File: src/rtl/pgm_pkg.sv
package pgm_pkg;

  typedef enum logic [2:0] {
    ST_IDLE,
    ST_READ,
    ST_WRITE,
    ST_OPEN,
    ST_PRECH
  } pgm_state_t;

  // A phase lasting n cycles is loaded as n-1: the counter exits on zero.
  function automatic int phase_load(input int n_cycles);
    return (n_cycles > 0) ? n_cycles - 1 : 0;
  endfunction

  function automatic int max3(input int a, input int b, input int c);
    int m;
    m = (a > b) ? a : b;
    return (m > c) ? m : c;
  endfunction

endpackage

File: src/rtl/pgm_downcnt.sv
module pgm_downcnt #(
  parameter int W = 4
) (
  input  logic         clk,
  input  logic         rst_n,
  input  logic         load,
  input  logic [W-1:0] load_val,
  output logic         zero
);
  logic [W-1:0] cnt_q;

  always_ff @(posedge clk or negedge rst_n) begin
    if (!rst_n)             cnt_q <= '0;
    else if (load)          cnt_q <= load_val;
    else if (cnt_q != '0)   cnt_q <= cnt_q - 1'b1;
  end

  assign zero = (cnt_q == '0);
endmodule

File: src/rtl/pgm_rowtrack.sv
module pgm_rowtrack #(
  parameter int ADDR_W = 15,
  parameter int COL_W  = 3
) (
  input  logic              clk,
  input  logic              rst_n,
  input  logic              capture,
  input  logic [ADDR_W-1:0] addr,
  output logic              same_row
);
  localparam int ROW_W = ADDR_W - COL_W;

  logic [ROW_W-1:0] open_row_q;

  always_ff @(posedge clk or negedge rst_n) begin
    if (!rst_n)       open_row_q <= '0;
    else if (capture) open_row_q <= addr[ADDR_W-1:COL_W];
  end

  assign same_row = (addr[ADDR_W-1:COL_W] == open_row_q);
endmodule

File: src/rtl/pgm_ctrl.sv
module pgm_ctrl
  import pgm_pkg::*;
#(
  parameter int ADDR_W = 15,
  parameter int DATA_W = 8,
  parameter int COL_W  = 3,
  parameter int T_ACC  = 3,
  parameter int T_PRE  = 2,
  parameter int T_WP   = 2,
  parameter int T_IDLE = 8
) (
  input  logic              clk,
  input  logic              rst_n,
  input  logic              req_valid,
  output logic              req_ready,
  input  logic              req_write,
  input  logic [ADDR_W-1:0] req_addr,
  input  logic [DATA_W-1:0] req_wdata,
  output logic              rd_valid,
  output logic [DATA_W-1:0] rd_data,
  output logic              mem_ce_n,
  output logic              mem_oe_n,
  output logic              mem_we_n,
  output logic [ADDR_W-1:0] mem_addr,
  output logic [DATA_W-1:0] mem_dout,
  output logic              mem_dout_en,
  input  logic [DATA_W-1:0] mem_din
);
  localparam int PH_MAX = max3(T_ACC, T_PRE, T_WP);
  localparam int PH_W   = $clog2(PH_MAX + 1);
  localparam int ID_W   = $clog2(T_IDLE + 1);
  localparam logic [PH_W-1:0] LD_ACC = PH_W'(phase_load(T_ACC));
  localparam logic [PH_W-1:0] LD_PRE = PH_W'(phase_load(T_PRE));
  localparam logic [PH_W-1:0] LD_WP  = PH_W'(phase_load(T_WP));
  localparam logic [ID_W-1:0] LD_IDL = ID_W'(phase_load(T_IDLE));

  pgm_state_t state_q, state_d;
  logic              pend_write_q, pend_go_q, pend_go_d;
  logic [ADDR_W-1:0] pend_addr_q;
  logic [DATA_W-1:0] pend_wdata_q;
  logic              rd_valid_q;
  logic [DATA_W-1:0] rd_data_q;

  // Named internal events, observed by the bound checker.
  logic ev_accept, ev_row_hit, ev_row_miss;
  logic ev_phase_done, ev_idle_expire;
  logic ph_load, id_load, same_row;
  logic [PH_W-1:0] ph_val;

  assign req_ready     = (state_q == ST_IDLE) || (state_q == ST_OPEN);
  assign ev_accept     = req_valid && req_ready;
  assign ev_row_hit    = ev_accept && (state_q == ST_OPEN) && same_row;
  assign ev_row_miss   = ev_accept && (state_q == ST_OPEN) && !same_row;
  assign id_load       = (state_q != ST_OPEN) || ev_accept;

  pgm_downcnt #(.W(PH_W)) u_phase (
    .clk(clk), .rst_n(rst_n), .load(ph_load), .load_val(ph_val),
    .zero(ev_phase_done)
  );

  pgm_downcnt #(.W(ID_W)) u_idle (
    .clk(clk), .rst_n(rst_n), .load(id_load), .load_val(LD_IDL),
    .zero(ev_idle_expire)
  );

  pgm_rowtrack #(.ADDR_W(ADDR_W), .COL_W(COL_W)) u_row (
    .clk(clk), .rst_n(rst_n), .capture(ev_accept), .addr(req_addr),
    .same_row(same_row)
  );

  always_comb begin
    state_d   = state_q;
    pend_go_d = pend_go_q;
    ph_load   = 1'b0;
    ph_val    = LD_ACC;
    unique case (state_q)
      ST_IDLE: if (ev_accept) begin
        state_d = req_write ? ST_WRITE : ST_READ;
        ph_load = 1'b1;
        ph_val  = req_write ? LD_WP : LD_ACC;
      end
      ST_READ, ST_WRITE: if (ev_phase_done) state_d = ST_OPEN;
      ST_OPEN: begin
        if (ev_row_hit) begin
          state_d = req_write ? ST_WRITE : ST_READ;
          ph_load = 1'b1;
          ph_val  = req_write ? LD_WP : LD_ACC;
        end else if (ev_row_miss || ev_idle_expire) begin
          state_d   = ST_PRECH;
          pend_go_d = ev_row_miss;
          ph_load   = 1'b1;
          ph_val    = LD_PRE;
        end
      end
      ST_PRECH: if (ev_phase_done) begin
        if (pend_go_q) begin
          state_d = pend_write_q ? ST_WRITE : ST_READ;
          ph_load = 1'b1;
          ph_val  = pend_write_q ? LD_WP : LD_ACC;
        end else begin
          state_d = ST_IDLE;
        end
        pend_go_d = 1'b0;
      end
      default: state_d = ST_IDLE;
    endcase
  end

  always_ff @(posedge clk or negedge rst_n) begin
    if (!rst_n) begin
      state_q      <= ST_IDLE;
      pend_go_q    <= 1'b0;
      pend_write_q <= 1'b0;
      pend_addr_q  <= '0;
      pend_wdata_q <= '0;
      rd_valid_q   <= 1'b0;
      rd_data_q    <= '0;
    end else begin
      state_q    <= state_d;
      pend_go_q  <= pend_go_d;
      rd_valid_q <= (state_q == ST_READ) && ev_phase_done;
      if ((state_q == ST_READ) && ev_phase_done) rd_data_q <= mem_din;
      if (ev_accept) begin
        pend_write_q <= req_write;
        pend_addr_q  <= req_addr;
        pend_wdata_q <= req_wdata;
      end
    end
  end

  assign mem_ce_n    = !((state_q == ST_READ) || (state_q == ST_WRITE) ||
                         (state_q == ST_OPEN));
  assign mem_oe_n    = (state_q != ST_READ);
  assign mem_we_n    = (state_q != ST_WRITE);
  assign mem_dout_en = (state_q == ST_WRITE);
  assign mem_addr    = pend_addr_q;
  assign mem_dout    = pend_wdata_q;
  assign rd_valid    = rd_valid_q;
  assign rd_data     = rd_data_q;
endmodule

File: config.mk
export PLATFORM = sky130hd
export DESIGN_NAME = pgm_ctrl
export DESIGN_NICKNAME = d
export VERILOG_FILES = /design/src/rtl/pgm_pkg.sv /design/src/rtl/pgm_downcnt.sv /design/src/rtl/pgm_rowtrack.sv /design/src/rtl/pgm_ctrl.sv
export SDC_FILE = /design/constraint.sdc
export NUM_CORES = 1
export LEC_CHECK = 0
export ABC_AREA = 1
export CELL_PAD_IN_SITES_DETAIL_PLACEMENT = 1
export CELL_PAD_IN_SITES_GLOBAL_PLACEMENT = 2
export CORE_ASPECT_RATIO = 1.25
export CORE_MARGIN = 1.5
export CORE_UTILIZATION = 22
export DETAILED_ROUTE_END_ITERATION = 8
export PLACE_DENSITY = 0.77
export SLEW_MARGIN = 10
export SYNTH_ARGS = -nofsm -noshare
export SYNTH_HDL_FRONTEND = slang
export SYNTH_SLANG_ARGS = --single-unit
File: constraint.sdc
create_clock -name clk -period 1.45 [get_ports clk]
set_input_delay 0.2175 -clock clk [delete_from_list [all_inputs] [get_ports clk]]
set_output_delay 0.2175 -clock clk [all_outputs]
set_load 0.005 [all_outputs]
==> results.md, run 1 <==
Status:
- The flow ran to the end, but the final reports show violations.
- The final reports fail on setup timing.

Power:
- Combinational cells account for between 50% and 60% of the total power.
- For this design the ratio of total power to cell area is 2017 nW/um^2.
- In this run the power spent charging and discharging nets is 2.718 mW.
- The total internal power is about 4.9 mW.
- VDD sags by at most 614.3 uV.
- The leakage power total is 1.943 nW.
- The net switching fraction of the power is 35.86%.
- In this run, flip-flops and latches consume 28.4% of the power.
- The clock network accounts for about a fifth of the total power.

Run:
- The number of max-cap violations is 0.

Synth:
- The register area share after synthesis is 50.41%.
- During synthesis, Yosys emitted a total of 0 warnings.
- The share of the synthesized area in the top cell type is a little over 50%.
- The number of cells produced by synthesis is 279.
- The net count of the mapped netlist is 316.
- Yosys attributes the largest share of cell area to sky130_fd_sc_hd__dfrtp_1, sky130_fd_sc_hd__nand2_1, sky130_fd_sc_hd__inv_1, sky130_fd_sc_hd__o21ai_0, sky130_fd_sc_hd__nand3_1.
- In this run, synthesis produced a sequential element count of between 40 and 50.
- The distinct cell type count after synthesis is 26.
- The mean instance size in the synthesized netlist is 7.651 um^2.
- The cell type with the largest total area after synthesis is sky130_fd_sc_hd__dfrtp_1.
- The synthesized netlist occupies a cell area of between 2000 and 2500 um^2.

Global routing:
- The first global-routing pass estimated 11130 um of wire.
- Across every metal layer, demand over resource in global routing totals between 10% and 20%.
- The number of global-route vias before repair was 2369.
- Entering global routing, the biggest net connects 44 pins.
- The total overflow left after global routing is 0.
- The number of antenna violations at the first check in global routing is 0.

Placed design:
- The final RePlAce weighted congestion is 0.8352.
- The total of buffers placed on input and output ports is 71.
- The wire-length estimate of the detail-placed layout is 4488 um.
- After detailed placement, the total cell area comes to 3193 um^2.

Floorplanning:
- Once the floorplan was initialized, standard cells occupied 22.45% of the core.
- The floorplan step defined a die boundary enclosing ~10000 um^2.
- After floorplanning, the core was sized to cover 9509 um^2.
- The die extent in x is 91.10 um.
- From bottom edge to top edge, the die measures between 100 and 150 um.
- The number of top-level design ports is 72.
- The number of placement rows is 40.

STA:
- Setup repair after global routing could not meet its margin everywhere.
- Across all setup checks in the final design, the least slack found is -0.06930 ns.
- Measured against its own limit, the worst slew margin works out to 82.06%.
- The hold violation total from the final report is 0.
- The transition time of the tightest slew-check pin is around 0.27 ns.
- Final hold analysis gives a worst-case slack of approximately 0.25 ns.
- The final critical path takes up 104.8% of the cycle.
- Based on the critical path, the design can be clocked at up to 0.6582 GHz.
- The final number of max-transition violations is 0.
- The clock period minus worst slack is 1.519 ns.
- The final setup skew is about 0.0051 ns.
- Setup violations remaining at the end of the flow were counted as 5.

Cells and area:
- The sequential standard cell area is 1079 um^2.
- The growth of design area from synthesis to finish is 76.08%.
- The fraction of layout cells with a size suffix above 1 is 26.18%.
- The post-route standard cell area excluding fillers is between 3000 and 4000 um^2.
- For this run, the post-layout net count is 437.
- The area used by multi-input combinational logic is 1055 um^2.
- The number of inserted filler cells in the final layout is 1134.
- Leaving out fill and tap cells, the most frequent cell in the layout is sky130_fd_sc_hd__nand2_1.
- The repair_antennas step left the layout with diodes totalling 0.
- The core occupancy in the finished layout is 39.53%.
- The library cells used most frequently in the layout, excluding fill and tap cells, are sky130_fd_sc_hd__nand2_1, sky130_fd_sc_hd__clkdlybuf4s50_1, sky130_fd_sc_hd__dfrtp_1.

Route:
- After detailed routing, the average wire length per cell comes to 12.59 um.
- After detailed routing, the number of remaining DRC violations is 0.
- For this block, the initial DRC count from the detailed router was 32.
- The number of nets still failing antenna checks after routing is 0.
- Summed over all layers, the routed wires come to 6637 um.
- Detailed routing inserted a total of 2212 vias.
- The post-detailed-route via-to-cell ratio is 4.197.
- The first-pass iteration count of the detailed router is 4.

Worst setup path:
- In this run the worst path has a maximum fanout of 4.
- By startpoint and endpoint, the worst setup path is classified as reg -> reg.
- The worst setup path is launched from a register.
- At the worst endpoint, the arrival time is 1.73 ns.
- STA classifies the critical path endpoint as a register.
- The critical path data required time is 1.66 ns.

CTS:
- The clock tree from TritonCTS is built.
- In this run the number of H-tree levels came out at 2.
- At the later pin of the worst-skew pair, clock insertion delay measures 0.29 ns.
- The clock net in this run drives a total of 43 sinks.
- In this run, CTS created clock tree buffers numbering 5.
- The longest clock path from root to sink contains 2 buffers.
- In this run the clock root is driven by a sky130_fd_sc_hd__clkbuf_16.
- Clock-pin slew was measured on the worst setup and hold paths at 0.06 ns.

Worst hold path:
- The classification of the worst-slack hold path is in -> reg.
final timing paths:
check | depth (start not counted) | slack (ns) | from | end
max in group asynchronous | 3 | 0.78 | rst_n | mem_addr[6]$_DFFE_PN0N_
hold reg to reg | 2 | 0.47 | rd_data[7]$_DFFE_PN0P_ | rd_data[7]$_DFFE_PN0P_
min in group asynchronous | 3 | 0.44 | rst_n | u_idle.cnt_q[2]$_DFFE_PN0P_
hold / removal | 3 | 0.25 | req_addr[7] | mem_addr[7]$_DFFE_PN0N_
setup reg to reg | 8 | -0.07 | u_phase.cnt_q[0]$_DFFE_PN0P_ | state_q[0]$_DFFE_PN0P_
setup / recovery | 8 | -0.07 | u_phase.cnt_q[0]$_DFFE_PN0P_ | state_q[0]$_DFFE_PN0P_
through the flow:
step / TNS, ns / instances / setup slack, ns / power [mW]
6_report: -0.2321 / 527 / -0.06930 / 7.579
5_1_grt: -0.8500 / 527 / -0.1844 / 8.207
4_1_cts: -0.3009 / 519 / -0.1004 / 7.375
3_5_place_dp: -2.445 / 499 / -0.4287 / 5.472
3_3_place_gp: -2.083 / 499 / -0.3740 / 5.399
2_1_floorplan: 0 / 279 / 0.08082 / 3.592
cells in the mapped netlist:
cell type / instances
sky130_fd_sc_hd__nor2_2: 3
sky130_fd_sc_hd__nand3_1: 12
sky130_fd_sc_hd__xor2_1: 1
sky130_fd_sc_hd__nand3_4: 1
sky130_fd_sc_hd__nand2_1: 125
sky130_fd_sc_hd__nor2_1: 14
sky130_fd_sc_hd__inv_2: 1
sky130_fd_sc_hd__o21ai_1: 1
sky130_fd_sc_hd__o211ai_1: 1
sky130_fd_sc_hd__nand4_1: 3
sky130_fd_sc_hd__nand2_2: 3
sky130_fd_sc_hd__ha_1: 2
sky130_fd_sc_hd__dfrtp_1: 43
sky130_fd_sc_hd__nand3b_2: 1
sky130_fd_sc_hd__o21ai_0: 16
sky130_fd_sc_hd__a21oi_1: 2
sky130_fd_sc_hd__a21boi_0: 1
sky130_fd_sc_hd__o211ai_2: 1
sky130_fd_sc_hd__a22oi_1: 1
sky130_fd_sc_hd__clkinv_4: 1
sky130_fd_sc_hd__a211oi_2: 1
sky130_fd_sc_hd__buf_2: 4
sky130_fd_sc_hd__nor3_1: 1
sky130_fd_sc_hd__nand2_4: 1
sky130_fd_sc_hd__xnor2_1: 4
sky130_fd_sc_hd__inv_1: 35
cell type report:
class / instances / area share (%)
clock buffer: 6 / 3.429
sequential: 43 / 28.69
multi-input combinational: 195 / 28.06
inverter: 37 / 3.828
timing repair buffer: 118 / 30.19
tap: 126 / 4.194
clock inverter: 2 / 1.598
power by group through the flow:
stage	Combinational (mW)	Sequential, mW	Clock (mW)
floorplan	1.44	2.15	0
global placement	3.23	2.16	0
detailed placement	3.30	2.17	0
CTS	3.69	2.16	1.53
global route	4.40	2.24	1.56
finish	3.95	2.15	1.48
per-layer routing:
metal | share of wire [%] | up-vias | track usage [%]
li1 | - | 1094 | -
met1 | 42 | 1056 | 15.48
met2 | 51 | 53 | 23.23
met3 | 5.0 | 9 | 3.696
met4 | 2.1 | 0 | 5.729
met5 | 0 | - | 0
flip-flops by register name (all words and copies together) (netlist names):
register and count:
mem_addr 15, mem_dout 8, pend_go_q 1, pend_write_q 1
rd_data 8, rd_valid 1, state_q 3, u_idle.cnt_q 4
u_phase.cnt_q 2
timing repair:
action	in CTS	in global routing
hold buffers	1	0
resized for setup	51	46
endpoints found under the hold margin	43	0
setup buffers	11	8
pin swaps	13	16
endpoints found under the setup margin	14	38
cell families after synthesis:
kind of cell	Yosys count	synth area share, %
xor+xnor	5	2.051
fa+ha+maj	2	1.172
buf+inv	41	7.679
flops	43	50.41
compound gates	24	6.682
simple gates	164	32.00
critical path, cell delays in order, from the launching register on:
cell	delay (ns)
sky130_fd_sc_hd__dfrtp_1	0.41
sky130_fd_sc_hd__inv_1	0.07
sky130_fd_sc_hd__ha_1	0.19
sky130_fd_sc_hd__inv_2	0.10
sky130_fd_sc_hd__nand2_1	0.15
sky130_fd_sc_hd__o21ai_4	0.08
sky130_fd_sc_hd__a211oi_4	0.27
sky130_fd_sc_hd__nand2_1	0.09
sky130_fd_sc_hd__o21ai_1	0.08
No activity file was read; power rests on OpenSTA's default activity.
==> inputs of run 2 (changes only) <==
--- a/config.mk
+++ b/config.mk
@@ -12,7 +12,7 @@
 export CORE_MARGIN = 1.5
 export CORE_UTILIZATION = 22
 export DETAILED_ROUTE_END_ITERATION = 8
-export PLACE_DENSITY = 0.77
+export PLACE_DENSITY = 0.72
 export SLEW_MARGIN = 10
 export SYNTH_ARGS = -nofsm -noshare
 export SYNTH_HDL_FRONTEND = slang
==> run 2 against run 1 <==
Compared with the run above: worst hold slack improved by 0.22 ns; the flow still finishes with violations (setup timing); via count decreased by 2.4%; die area unchanged; routed wire length decreased by 3.1%; critical endpoint is now u_phase.cnt_q[0]$_DFFE_PN0P_.
==> results.md, run 2 (same netlist as run 1, synthesis figures left out) <==
STA:
- The final setup violation count is 4 (was 5).
- The final cycle utilization of the critical path was 104.0% (was 104.8%).
- The transition time of the tightest slew-check pin is 0.5121 ns (was 0.2670 ns).
- The hold violation total from the final report was 0 (unchanged).
- The final setup TNS is -0.1198 ns (was -0.2321 ns).
- The final number of max-transition violations is 0 (unchanged).
- The worst path setup slack after routing is -0.05772 ns (was -0.06930 ns).
- The final setup skew is 0.004671 ns (was 0.005127 ns).
- The worst relative slew slack is 65.86% (was 82.06%).
- The achievable frequency is 0.6633 GHz (was 0.6582 GHz).
- The clock period minus worst slack is 1.508 ns (was 1.519 ns).
- RSZ-0062 raised after global routing: true (unchanged).

Placed design:
- The half-perimeter wire length after placement is 4756 um (was 4488 um).
- The worst slack at placement is -0.3904 ns (was -0.4287 ns).
- The total of buffers placed on input and output ports is 71 (unchanged).
- The final RePlAce weighted congestion is 0.8095 (was 0.8352).

Floorplanning:
- The number of top-level design ports came to 72 (unchanged).
- The area of the core is 9509 um^2 (unchanged).
- The starting utilization of the core area is 22.45% (unchanged).
- The vertical extent of the die was 113.1 um (unchanged).
- The die extent in x is 91.10 um (unchanged).
- The die area is 10310 um^2 (unchanged).
- The number of placement rows is 40 (unchanged).

CTS:
- The cell at the root of the clock tree is sky130_fd_sc_hd__clkbuf_16 (unchanged).
- The H-tree level count came to 2 (unchanged).
- The clock latency at the later pin of the worst-skew pair was 0.28 ns (was 0.29 ns).
- The buffer depth of the longest clock path came to 2 (unchanged).
- The clock tree from TritonCTS is built (unchanged).
- The number of buffers created by CTS came to 5 (unchanged).
- The clock slew at the register clock pins of the worst setup and hold paths is 0.06 ns (about the same).
- The clock sink count is 43 (unchanged).

Cells and area:
- The number of flip-flops in the largest register is 15 (unchanged).
- The fraction of layout cells with a size suffix above 1 is 20.51% (was 26.18%).
- The core occupancy in the finished layout came to 37.88% (was 39.53%).
- The final antenna diode count is 0 (unchanged).
- The number of nets in the layout came to 427 (was 437).
- The leading cell type in the layout, fill and taps excluded is sky130_fd_sc_hd__nand2_1 (unchanged).
- The number of inserted filler cells in the final layout was 1157 (was 1134).
- The growth of design area from synthesis to finish is 68.76% (was 76.08%).
- Leading cell types in the layout, fill and taps excluded: sky130_fd_sc_hd__nand2_1, sky130_fd_sc_hd__clkdlybuf4s50_1, sky130_fd_sc_hd__dfrtp_1 (unchanged).

Power:
- The leakage power total is 1.862 nW (was 1.943 nW).
- The overall power of the completed layout is 7.057 mW (was 7.579 mW).
- The power per cell area is 1959 nW/um^2 (was 2017 nW/um^2).
- The maximum resistive drop on vdd is 727.3 uV (was 614.3 uV).

Global routing:
- The met1 track demand over resource is 15.28% (was 15.48%).
- The number of antenna violations at the first check in global routing is 0 (unchanged).
- The overall routing resource usage is 13.15% (was 13.43%).
- The most heavily used metal layer in global routing is met2 (unchanged).
- The global-route wire length before repair is 10830 um (was 11130 um).
- The overflow left after global routing is 0 (unchanged).
- The met3 track utilization from global routing is 3.293% (was 3.696%).
- The number of global-route vias before repair is 2295 (was 2369).
- The met2 routing resource usage after global routing is 23.58% (was 23.23%).
- The maximum number of pins on one net before global-route repair is 24 (was 44).

Route:
- The wire length reported by the detailed router is 6428 um (was 6637 um).
- The routed via count is 2159 (was 2212).
- The number of nets still failing antenna checks after routing is 0 (unchanged).
- The post-detailed-route via-to-cell ratio is 4.184 (was 4.197).
- The detailed router's first-iteration violation count was 32 (unchanged).
- The average routed wire per standard cell is 12.46 um (was 12.59 um).
- The first-pass iteration count of the detailed router is 4 (unchanged).
- The DRC violations left is 0 (unchanged).

Worst setup path:
- The origin of the critical flop-to-flop path is state_q[1]$_DFFE_PN0P_ (was u_phase.cnt_q[0]$_DFFE_PN0P_).
- The arrival time at the worst endpoint was 1.69 ns (was 1.73 ns).
- The worst setup slack for register-to-register paths is -0.06 ns (was -0.07 ns).
- The depth of the worst register-to-register path is 12 (was 8).
- The endpoint of the lowest-slack register-to-register path is u_phase.cnt_q[0]$_DFFE_PN0P_ (was state_q[0]$_DFFE_PN0P_).
- The top fanout value on the critical path came to 4 (unchanged).
- The worst setup path category is reg -> reg (unchanged).
- The endpoint type of the worst setup path was a register (unchanged).
- The sort of element at the start of the critical path is a register (unchanged).
- The critical path data required time is 1.63 ns (was 1.66 ns).

Status:
- Outcome: finished, violations left (unchanged).
- Violated checks: setup timing (unchanged).

Worst hold path:
- The classification of the worst-slack hold path is in -> async (was in -> reg).

Run:
- The number of max-cap violations is 0 (unchanged).
-- run 2: critical path, stage by stage (launching register included) --
cell	delay [ns]
sky130_fd_sc_hd__dfrtp_2	0.43
sky130_fd_sc_hd__buf_6	0.12
sky130_fd_sc_hd__nor2_4	0.08
sky130_fd_sc_hd__buf_6	0.10
sky130_fd_sc_hd__nand2_4	0.05
sky130_fd_sc_hd__buf_6	0.13
sky130_fd_sc_hd__nor2_2	0.07
sky130_fd_sc_hd__nand3b_4	0.14
sky130_fd_sc_hd__o211ai_2	0.07
sky130_fd_sc_hd__inv_1	0.07
sky130_fd_sc_hd__nand2_2	0.05
sky130_fd_sc_hd__nand2_1	0.05
sky130_fd_sc_hd__nand2_1	0.04
-- run 2: how the worst max path moves through the flow --
stage                                         to  slack (ns)                    from  cells after the start
detailed placement  u_phase.cnt_q[0]$_DFFE_PN0P_       -0.39            req_addr[12]                     12
CTS                                     mem_we_n       -0.18  state_q[2]$_DFFE_PN0P_                      5
global placement    u_phase.cnt_q[0]$_DFFE_PN0P_       -0.33            req_addr[12]                     12
finish              u_phase.cnt_q[0]$_DFFE_PN0P_       -0.06  state_q[1]$_DFFE_PN0P_                     12
floorplan           u_phase.cnt_q[0]$_DFFE_PN0P_        0.08  state_q[1]$_DFFE_PN0P_                     10
global route        u_phase.cnt_q[0]$_DFFE_PN0P_       -0.17  state_q[1]$_DFFE_PN0P_                     12
-- run 2: stage by stage --
| step | instance area (um^2) | cells | hold WS (ns) |
|---|---|---|---|
| floorplan | 2135 | 279 | -0.07809 |
| global placement | 3193 | 499 | 0.2319 |
| detailed placement | 3193 | 499 | 0.2295 |
| CTS | 3491 | 513 | 0.4655 |
| global route | 3602 | 516 | 0.4852 |
| finish | 3602 | 516 | 0.4686 |
-- run 2: where the power goes --
group	internal, mW	switching, mW	total [mW]
combinational	1.94	1.67	3.61
sequential	1.75	0.432	2.18
clock	0.804	0.460	1.26
total	4.49	2.56	7.06
-- run 2: cell type report --
cell class	instances	area [um^2]	share of cell area [%]
clock buffer	6	128.9	3.578
clock inverter	1	30.03	0.8336
inverter	37	143.9	3.994
multi-input combinational	195	1016	28.20
sequential	43	1079	29.94
tap	126	157.7	4.377
timing repair buffer	108	1047	29.07
-- run 2: layer usage --
layer  wire, um  share of wire, %
met2       3270                51
met1       2756                43
met4         83               1.3
met5          0                 0
met3        318               4.9
-- run 2: timing repair --
action | CTS | global route
hold buffers | 1 | 0
resized for setup | 36 | 30
endpoints found under the setup margin | 13 | 38
pin swaps | 4 | 4
hold endpoints to repair | 19 | 0
buffers inserted | 6 | 3
